## src/rtl/uwire_pkg.sv

```systemverilog
package uwire_pkg;

  typedef enum logic [2:0] {
    ST_IDLE = 3'd0,
    ST_OPC  = 3'd1,
    ST_ADDR = 3'd2,
    ST_DATA = 3'd3,
    ST_READ = 3'd4,
    ST_DONE = 3'd5
  } uwire_state_e;

  // Opcode values as they arrive on the wire
  localparam logic [1:0] OPC_SPEC  = 2'b00;
  localparam logic [1:0] OPC_WRITE = 2'b01;
  localparam logic [1:0] OPC_READ  = 2'b10;
  localparam logic [1:0] OPC_ERASE = 2'b11;

  // Sub-codes carried in the top two address bits of opcode 00
  localparam logic [1:0] SUB_LOCK  = 2'b00;
  localparam logic [1:0] SUB_FILL  = 2'b01;
  localparam logic [1:0] SUB_WIPE  = 2'b10;
  localparam logic [1:0] SUB_ARM   = 2'b11;

endpackage

```

## src/rtl/uwire_word_array.sv

```systemverilog
module uwire_word_array #(
  parameter int AW = 6,
  parameter int DW = 16
) (
  input  logic          clk,
  input  logic          rst_n,
  input  logic          prog_one,
  input  logic          prog_all,
  input  logic [AW-1:0] prog_addr,
  input  logic [DW-1:0] prog_data,
  input  logic [AW-1:0] rd_addr,
  output logic [DW-1:0] rd_word
);

  localparam int WORDS = 1 << AW;

  logic [DW-1:0] mem_q [WORDS];
  logic [WORDS-1:0] word_en;

  // Per-word clock enable: targeted hit or array-wide operation
  for (genvar g = 0; g < WORDS; g++) begin : g_en
    assign word_en[g] = prog_all | (prog_one & (prog_addr == AW'(g)));
  end

  always_ff @(posedge clk or negedge rst_n) begin
    if (!rst_n) begin
      for (int i = 0; i < WORDS; i++) mem_q[i] <= '1;
    end else begin
      for (int i = 0; i < WORDS; i++) begin
        if (word_en[i]) mem_q[i] <= prog_data;
      end
    end
  end

  assign rd_word = mem_q[rd_addr];

  // Single-word and whole-array requests are mutually exclusive
  assert_one_or_all_R6: assert property (@(posedge clk) disable iff (!rst_n)
    $onehot0({prog_one, prog_all}));

  // A single-word request reaches exactly one word enable
  assert_single_target_R4: assert property (@(posedge clk) disable iff (!rst_n)
    (prog_one && !prog_all) |-> ($countones(word_en) == 1));

endmodule

```

## src/rtl/uwire_prog_timer.sv

```systemverilog
module uwire_prog_timer #(
  parameter int CYC = 8
) (
  input  logic clk,
  input  logic rst_n,
  input  logic start,
  output logic busy
);

  localparam int TW = $clog2(CYC + 1);
  localparam logic [TW-1:0] LOAD = TW'(CYC);

  logic [TW-1:0] cnt_q, cnt_d;
  logic          cnt_en;

  always_comb begin
    cnt_en = start | (cnt_q != '0);
    cnt_d  = start ? LOAD : (cnt_q - TW'(1));
  end

  always_ff @(posedge clk or negedge rst_n) begin
    if (!rst_n)      cnt_q <= '0;
    else if (cnt_en) cnt_q <= cnt_d;
  end

  assign busy = (cnt_q != '0);

  assert_busy_bound_R10: assert property (@(posedge clk) disable iff (!rst_n)
    cnt_q <= LOAD);

  assert_start_sets_busy_R10: assert property (@(posedge clk) disable iff (!rst_n)
    start |=> busy);

endmodule

```

## src/rtl/uwire_cmd_fsm.sv

```systemverilog
module uwire_cmd_fsm
  import uwire_pkg::*;
#(
  parameter int AW = 6,
  parameter int DW = 16
) (
  input  logic          clk,
  input  logic          rst_n,
  input  logic          cs,
  input  logic          sk_rise,
  input  logic          di,
  input  logic          busy,
  input  logic [DW-1:0] rd_word,
  output logic [AW-1:0] rd_addr,
  output logic          prog_one,
  output logic          prog_all,
  output logic [AW-1:0] prog_addr,
  output logic [DW-1:0] prog_data,
  output logic          wen,
  output logic          dout
);

  localparam int MAXF  = (AW > DW) ? AW : DW;
  localparam int CNT_W = $clog2(MAXF + 1);
  localparam logic [CNT_W-1:0] LAST_OPC  = CNT_W'(1);
  localparam logic [CNT_W-1:0] LAST_ADDR = CNT_W'(AW - 1);
  localparam logic [CNT_W-1:0] LAST_DATA = CNT_W'(DW - 1);

  uwire_state_e      state_q, state_d;
  logic [CNT_W-1:0]  cnt_q, cnt_d;
  logic [1:0]        opc_q, opc_d;
  logic [AW-1:0]     addr_q, addr_d;
  logic [DW-1:0]     data_q, data_d;
  logic [DW:0]       rsh_q, rsh_d;
  logic              wen_q, wen_d;

  logic [AW-1:0]     addr_shift;
  logic [DW-1:0]     data_shift;
  logic [1:0]        sub_code;

  assign addr_shift = {addr_q[AW-2:0], di};
  assign data_shift = {data_q[DW-2:0], di};
  assign sub_code   = addr_shift[AW-1 -: 2];
  assign rd_addr    = addr_shift;
  assign prog_addr  = (state_q == ST_ADDR) ? addr_shift : addr_q;

  // Next-state and command decode
  always_comb begin
    state_d   = state_q;
    cnt_d     = cnt_q;
    opc_d     = opc_q;
    addr_d    = addr_q;
    data_d    = data_q;
    rsh_d     = rsh_q;
    wen_d     = wen_q;
    prog_one  = 1'b0;
    prog_all  = 1'b0;
    prog_data = '1;

    if (!cs) begin
      state_d = ST_IDLE;
      cnt_d   = '0;
    end else if (sk_rise) begin
      unique case (state_q)
        ST_IDLE: begin
          if (di && !busy) begin
            state_d = ST_OPC;
            cnt_d   = '0;
          end
        end
        ST_OPC: begin
          opc_d = {opc_q[0], di};
          if (cnt_q == LAST_OPC) begin
            state_d = ST_ADDR;
            cnt_d   = '0;
          end else begin
            cnt_d = cnt_q + CNT_W'(1);
          end
        end
        ST_ADDR: begin
          addr_d = addr_shift;
          if (cnt_q == LAST_ADDR) begin
            cnt_d   = '0;
            state_d = ST_DONE;
            unique case (opc_q)
              OPC_READ: begin
                rsh_d   = {1'b0, rd_word};
                state_d = ST_READ;
              end
              OPC_WRITE: state_d = ST_DATA;
              OPC_ERASE: prog_one = wen_q;
              default: begin
                unique case (sub_code)
                  SUB_ARM:  wen_d    = 1'b1;
                  SUB_LOCK: wen_d    = 1'b0;
                  SUB_WIPE: prog_all = wen_q;
                  default:  state_d  = ST_DATA;
                endcase
              end
            endcase
          end else begin
            cnt_d = cnt_q + CNT_W'(1);
          end
        end
        ST_DATA: begin
          data_d = data_shift;
          if (cnt_q == LAST_DATA) begin
            prog_data = data_shift;
            if (opc_q == OPC_WRITE) prog_one = wen_q;
            else                    prog_all = wen_q;
            cnt_d   = '0;
            state_d = ST_DONE;
          end else begin
            cnt_d = cnt_q + CNT_W'(1);
          end
        end
        ST_READ: rsh_d = {rsh_q[DW-1:0], 1'b0};
        default: ;
      endcase
    end
  end

  // State registers
  always_ff @(posedge clk or negedge rst_n) begin
    if (!rst_n) begin
      state_q <= ST_IDLE;
      cnt_q   <= '0;
      opc_q   <= '0;
      addr_q  <= '0;
      data_q  <= '0;
      rsh_q   <= '0;
      wen_q   <= 1'b0;
    end else begin
      state_q <= state_d;
      cnt_q   <= cnt_d;
      opc_q   <= opc_d;
      addr_q  <= addr_d;
      data_q  <= data_d;
      rsh_q   <= rsh_d;
      wen_q   <= wen_d;
    end
  end

  assign wen = wen_q;

  always_comb begin
    dout = 1'b0;
    if (cs) begin
      if (state_q == ST_READ)      dout = rsh_q[DW];
      else if (state_q == ST_IDLE) dout = ~busy;
    end
  end

  assert_deselect_idle_R9: assert property (@(posedge clk) disable iff (!rst_n)
    !cs |=> (state_q == ST_IDLE));

  assert_read_lead_zero_R3: assert property (@(posedge clk) disable iff (!rst_n)
    $rose(state_q == ST_READ) |-> !dout);

endmodule

```

## src/rtl/uwire_eeprom.sv

```systemverilog
module uwire_eeprom #(
  parameter int ADDR_W   = 6,
  parameter int DATA_W   = 16,
  parameter int BUSY_CYC = 8
) (
  input  logic clk,
  input  logic rst_n,
  input  logic cs,
  input  logic sk,
  input  logic di,
  output logic dout
);

  logic              sk_q;
  logic              sk_rise;
  logic              busy;
  logic              prog_one;
  logic              prog_all;
  logic              prog_start;
  logic              wen;
  logic [ADDR_W-1:0] rd_addr;
  logic [ADDR_W-1:0] prog_addr;
  logic [DATA_W-1:0] prog_data;
  logic [DATA_W-1:0] rd_word;

  // Serial clock edge detect on the system clock
  always_ff @(posedge clk or negedge rst_n) begin
    if (!rst_n) sk_q <= 1'b0;
    else        sk_q <= sk;
  end
  assign sk_rise    = sk & ~sk_q;
  assign prog_start = prog_one | prog_all;

  uwire_cmd_fsm #(.AW(ADDR_W), .DW(DATA_W)) u_fsm (
    .clk       (clk),
    .rst_n     (rst_n),
    .cs        (cs),
    .sk_rise   (sk_rise),
    .di        (di),
    .busy      (busy),
    .rd_word   (rd_word),
    .rd_addr   (rd_addr),
    .prog_one  (prog_one),
    .prog_all  (prog_all),
    .prog_addr (prog_addr),
    .prog_data (prog_data),
    .wen       (wen),
    .dout      (dout)
  );

  uwire_word_array #(.AW(ADDR_W), .DW(DATA_W)) u_array (
    .clk       (clk),
    .rst_n     (rst_n),
    .prog_one  (prog_one),
    .prog_all  (prog_all),
    .prog_addr (prog_addr),
    .prog_data (prog_data),
    .rd_addr   (rd_addr),
    .rd_word   (rd_word)
  );

  uwire_prog_timer #(.CYC(BUSY_CYC)) u_timer (
    .clk   (clk),
    .rst_n (rst_n),
    .start (prog_start),
    .busy  (busy)
  );

  assert_prog_needs_wen_R8: assert property (@(posedge clk) disable iff (!rst_n)
    prog_start |-> wen);

  assert_no_start_when_busy_R10: assert property (@(posedge clk) disable iff (!rst_n)
    prog_start |-> !busy);

  assert_deselect_quiet_R9: assert property (@(posedge clk) disable iff (!rst_n)
    !cs |-> !dout);

endmodule

```

## config.mk

```make
export PLATFORM = sky130hd
export DESIGN_NAME = uwire_eeprom
export DESIGN_NICKNAME = d
export VERILOG_FILES = /design/src/rtl/uwire_pkg.sv /design/src/rtl/uwire_word_array.sv /design/src/rtl/uwire_prog_timer.sv /design/src/rtl/uwire_cmd_fsm.sv /design/src/rtl/uwire_eeprom.sv
export SDC_FILE = /design/constraint.sdc
export NUM_CORES = 1
export LEC_CHECK = 0
export BUFFER_PORTS_ARGS = -buffer_cell sky130_fd_sc_hd__buf_2
export CORE_MARGIN = 2
export CORE_UTILIZATION = 45
export DETAILED_ROUTE_END_ITERATION = 10
export HOLD_SLACK_MARGIN = 0.08
export PLACE_DENSITY = 0.62
export SLEW_MARGIN = 20
export SYNTH_ARGS = -nofsm -noshare
export SYNTH_HDL_FRONTEND = slang
export SYNTH_SLANG_ARGS = --single-unit
```

## constraint.sdc

```tcl
create_clock -name clk -period 6.6 [get_ports clk]
set_input_delay 0.66 -clock clk [delete_from_list [all_inputs] [get_ports clk]]
set_output_delay 0.66 -clock clk [all_outputs]
set_load 0.02 [all_outputs]
```

==> impl_metrics.xml <==
<?xml version="1.0" encoding="UTF-8"?>
<metrics>
  <group name="timing">
    <metric name="final.period_utilization" unit="%">65.15</metric>
    <metric name="final_hold_viol_count" unit="">0</metric>
    <metric name="rsz_0062_raised_after_global_routing" unit="">false</metric>
    <metric name="skew" unit="ps">24.52</metric>
    <metric name="final_slew_violations" unit="">0</metric>
    <metric name="totalNegativeSetupSlack" unit="ps">0</metric>
    <metric name="layout_min_cycle_time" unit="ps">4300</metric>
    <metric name="slew-limit-headroom" unit="%">24.38</metric>
    <metric name="endpoints_failing_setup" unit="">0</metric>
    <metric name="final_critical_path_setup_slack" unit="ps">2300</metric>
    <metric name="worst_pin_slew" unit="ps">1132</metric>
    <metric name="max_freq" unit="MHz">232.5</metric>
  </group>
  <group name="die">
    <metric name="die_area" unit="sq um">118400</metric>
    <metric name="rows" unit="">124</metric>
    <metric name="floorplan.core_area" unit="sq um">114500</metric>
    <metric name="io_pins" unit="">6</metric>
    <metric name="fp.dieW" unit="um">344.1</metric>
    <metric name="die_y" unit="um">344.1</metric>
    <metric name="initial_utilization" unit="%">45.47</metric>
  </group>
  <group name="route">
    <metric name="routed-via-count" unit="">29040</metric>
    <metric name="drtIter0Drc" unit="">2164</metric>
    <metric name="vias_per_cell" unit="">6.148</metric>
    <metric name="drc_violations" unit="">0</metric>
    <metric name="detail_route.wirelength" unit="um">139100</metric>
    <metric name="postRouteAntennaNets" unit="">0</metric>
    <metric name="average_wire_length_per_cell_after_detail_routing" unit="um">29.44</metric>
    <metric name="drt_pre_antenna_iters" unit="">6</metric>
  </group>
  <group name="yosys">
    <metric name="synth.ff_latch_count" unit="">1078</metric>
    <metric name="synth_seq_area_share" unit="%">54.28</metric>
    <metric name="postSynthAreaPerCell" unit="sq um">16.08</metric>
    <metric name="synth-edff-count" unit="">0</metric>
    <metric name="synthesis.area" unit="sq um">52060</metric>
    <metric name="post_synth_num_cell_types" unit="">81</metric>
    <metric name="synth.net_count" unit="">3251</metric>
    <metric name="yosysWarnings" unit="">0</metric>
    <metric name="synth_largest_type_area_fraction" unit="%">51.68</metric>
    <metric name="async_reset_ff_share" unit="%">100.0</metric>
    <metric name="netlist.top_cell.by_area" unit="">sky130_fd_sc_hd__dfstp_2</metric>
    <metric name="synth.area.top_cells" unit="">sky130_fd_sc_hd__dfstp_2 (52%), sky130_fd_sc_hd__mux2_2 (20%), sky130_fd_sc_hd__mux4_2 (12%)</metric>
    <metric name="dominantRegCellSynth" unit="">sky130_fd_sc_hd__dfstp_2</metric>
    <metric name="netlist_instances" unit="">3237</metric>
  </group>
  <group name="cts">
    <metric name="worst_setup_hold_path_clk_slew" unit="ps">70</metric>
    <metric name="clk_latency" unit="ps">700</metric>
    <metric name="clockRootBuffer" unit="">sky130_fd_sc_hd__clkbuf_16</metric>
    <metric name="post-cts-setup-buffers" unit="">0</metric>
    <metric name="cts_buffer_depth" unit="">3</metric>
    <metric name="cts.sink_count" unit="">1078</metric>
    <metric name="cts_htree_levels" unit="">3</metric>
    <metric name="cts_hold_repair.buffers" unit="">0</metric>
    <metric name="cts-resized-gates" unit="">0</metric>
    <metric name="tritoncts" unit="">built</metric>
    <metric name="cts_made_buffers" unit="">115</metric>
  </group>
  <group name="setup_path">
    <metric name="crit_slowest_cell" unit="">sky130_fd_sc_hd__a21oi_4</metric>
    <metric name="criticalPathCategory" unit="">flop to flop</metric>
    <metric name="cp.buffers_inverters" unit="">1</metric>
    <metric name="worst_path_largest_cell_delay" unit="ps">900</metric>
    <metric name="cp_max_fo" unit="">24</metric>
    <metric name="critical_path_end_type" unit="">flop</metric>
    <metric name="timing.critical_path.required" unit="ps">7220</metric>
    <metric name="setup.worst_path.start_class" unit="">flop</metric>
    <metric name="critical_path.most_common_cell" unit="">sky130_fd_sc_hd__ha_1</metric>
    <metric name="cp_data_arrival_time" unit="ps">4920</metric>
    <metric name="cp_cell_sequence" unit="">ha_1, and3_1, ha_1, nand4b_4, o21bai_1, a21oi_4, buf_4, a21o_1, mux2_2</metric>
    <metric name="worst_path_dominant_cell_family" unit="">compound AO/OA/AOI/OAI gates</metric>
  </group>
  <group name="final_layout">
    <metric name="fin_util" unit="%">49.84</metric>
    <metric name="insertedDiodeCount" unit="">0</metric>
    <metric name="final-seq-area" unit="sq um">28260</metric>
    <metric name="synthToLayoutAreaGrowth" unit="%">9.626</metric>
    <metric name="multi_input_logic_area" unit="sq um">22360</metric>
    <metric name="layout.nets" unit="">3133</metric>
    <metric name="fillers" unit="">9309</metric>
    <metric name="layout_cell_share_with_drive_strength_beyond_1" unit="%">83.06</metric>
  </group>
  <group name="placed_design">
    <metric name="port_buffers" unit="">5</metric>
    <metric name="place_worst_setup_slack" unit="ps">2305</metric>
    <metric name="estimated_wirelength_of_the_detail_placed_design" unit="um">83080</metric>
    <metric name="gp_routability_congestion" unit="">0.8710</metric>
  </group>
  <group name="global_routing">
    <metric name="maximum_number_of_pins_on_one_net_before_global_route_repair" unit="">206</metric>
    <metric name="grt-ovfl-total" unit="">0</metric>
    <metric name="via_count_of_the_first_global_routing_pass" unit="">31350</metric>
    <metric name="antenna_found_initial" unit="">4</metric>
    <metric name="grt_util_all_layers" unit="%">23.87</metric>
    <metric name="grt_first_pass_wirelength" unit="um">209800</metric>
  </group>
  <group name="status">
    <metric name="outcome" unit="">finished, final reports clean</metric>
  </group>
  <group name="power">
    <metric name="cellLeakagePower" unit="uW">0.02323</metric>
    <metric name="power.total" unit="uW">13590</metric>
    <metric name="irDropWorstVdd" unit="uV">204.3</metric>
    <metric name="power_density" unit="nW/um^2">238.2</metric>
  </group>
  <group name="job">
    <metric name="timing.max_cap.violations" unit="">0</metric>
  </group>
  <group name="hold_path">
    <metric name="timing.hold.worst.class" unit="">primary input to async pin</metric>
  </group>
</metrics>
## synth_stat cells, types with 7 or more instances
library cell and n:
sky130_fd_sc_hd__and3_1 10, sky130_fd_sc_hd__o21ai_0 18, sky130_fd_sc_hd__a21oi_1 20, sky130_fd_sc_hd__nor2_1 32
sky130_fd_sc_hd__nand3_1 41, sky130_fd_sc_hd__nor3_1 16, sky130_fd_sc_hd__clkbuf_1 149, sky130_fd_sc_hd__a221o_1 10
sky130_fd_sc_hd__ha_1 9, sky130_fd_sc_hd__or3_1 21, sky130_fd_sc_hd__inv_1 16, sky130_fd_sc_hd__o211ai_1 7
sky130_fd_sc_hd__dfstp_2 1024, sky130_fd_sc_hd__mux4_2 285, sky130_fd_sc_hd__a31oi_1 7, sky130_fd_sc_hd__o21ai_4 11
sky130_fd_sc_hd__buf_1 26, sky130_fd_sc_hd__buf_2 69, sky130_fd_sc_hd__a21oi_2 29, sky130_fd_sc_hd__a21oi_4 9
sky130_fd_sc_hd__buf_4 43, sky130_fd_sc_hd__mux2_4 81, sky130_fd_sc_hd__o21ai_2 10, sky130_fd_sc_hd__nand2_1 64
sky130_fd_sc_hd__mux2_1 64, sky130_fd_sc_hd__nand2b_1 8, sky130_fd_sc_hd__o22ai_1 20, sky130_fd_sc_hd__mux2_2 918
sky130_fd_sc_hd__dfrtp_1 54, sky130_fd_sc_hd__nand4_1 7, sky130_fd_sc_hd__or4_1 8, sky130_fd_sc_hd__buf_6 20
sky130_fd_sc_hd__nor2b_1 10, sky130_fd_sc_hd__mux2i_1 35
## where the power goes
part / switching [uW] / leakage (uW) / internal, uW
Combinational: 310 / 0.0101 / 110
Sequential: 20.3 / 0.0113 / 6650
Clock: 2660 / 0.00189 / 3840
Total: 2990 / 0.0232 / 10600
## kinds of logic after synthesis
kind of cell / share of synthesized area [%]
muxes: 36.58
DFF: 54.28
buffers and inverters: 3.170
and+or+nand+nor: 2.564
AOI/OAI and AO/OA: 3.158
adders and majority gates: 0.2163
xor gates and xnor gates: 0.03365
## registers in the layout (all words and copies together), names as in the netlist
register and count:
u_array.mem_q 1024, u_fsm.rsh_q 17, u_fsm.data_q 15, u_fsm.addr_q 6, u_fsm.cnt_q 5, u_timer.cnt_q 4, u_fsm.state_q 3, u_fsm.opc_q 2
sk_q 1, u_fsm.wen 1
## path summary, 6_finish.rpt
path                                       from                   to  slack [ps]  cells after the start
worst max register to register   u_fsm.cnt_q[0]  u_array.mem_q[1013]        2300                      9
worst min register to register  u_fsm.rsh_q[14]      u_fsm.rsh_q[14]         480                      2
max in group asynchronous                 rst_n      u_fsm.addr_q[0]        4920                      2
worst max-delay path             u_fsm.cnt_q[0]  u_array.mem_q[1013]        2300                      9
min in group clk                             sk                 sk_q         130                      1
worst min-delay path                      rst_n       u_fsm.rsh_q[3]         120                      1
## layout by cell type (no fill, tap or decap), drive strengths merged, types with 6 or more instances in the layout
master | synthesis | layout
dfstp | 1024 | 1024
inv | 16 | 19
mux2i | 35 | 35
bufinv | 0 | 6
nor2 | 32 | 32
nor3 | 16 | 16
clkbuf | 149 | 180
mux2 | 1063 | 1063
o21ai | 41 | 41
nand2b | 8 | 8
or4 | 8 | 8
o211ai | 7 | 7
a21oi | 58 | 58
dfrtp | 54 | 54
mux4 | 285 | 285
nand2 | 64 | 64
nor2b | 10 | 10
buf | 160 | 74
clkinv | 0 | 20
o22ai | 20 | 20
and3 | 10 | 10
ha | 9 | 9
a31oi | 8 | 8
or3 | 21 | 21
nand4 | 7 | 7
a221o | 10 | 10
nand3 | 41 | 41
## metal layers
layer,part of all wire (%),vias up,track usage (%),wire (um)
met4,3.3,2,8.433,4575
met5,0.0050,-,0,7
met1,43,16040,32.81,60340
met2,48,866,38.31,66410
li1,-,11900,-,-
met3,5.6,231,4.123,7765
## metrics by stage
stage,cells,hold WS (ps),instance area (sq um)
3_5_place_dp,4513,468.2,53230
2_1_floorplan,3237,364.4,52060
3_3_place_gp,4513,464.3,53180
5_1_grt,4724,117.4,57070
6_report,4724,119.6,57070
4_1_cts,4723,81.97,57040
## cell type report
class	instances	share of cell area [%]
multi-input cells	1834	39.17
repair buffers	74	1.197
clock buffers	180	6.123
flip-flops and latches	1078	49.53
well taps	1512	3.315
clock inverters	30	0.5591
inverters	16	0.1074
Note: power is estimated with default switching activity, not from simulation.
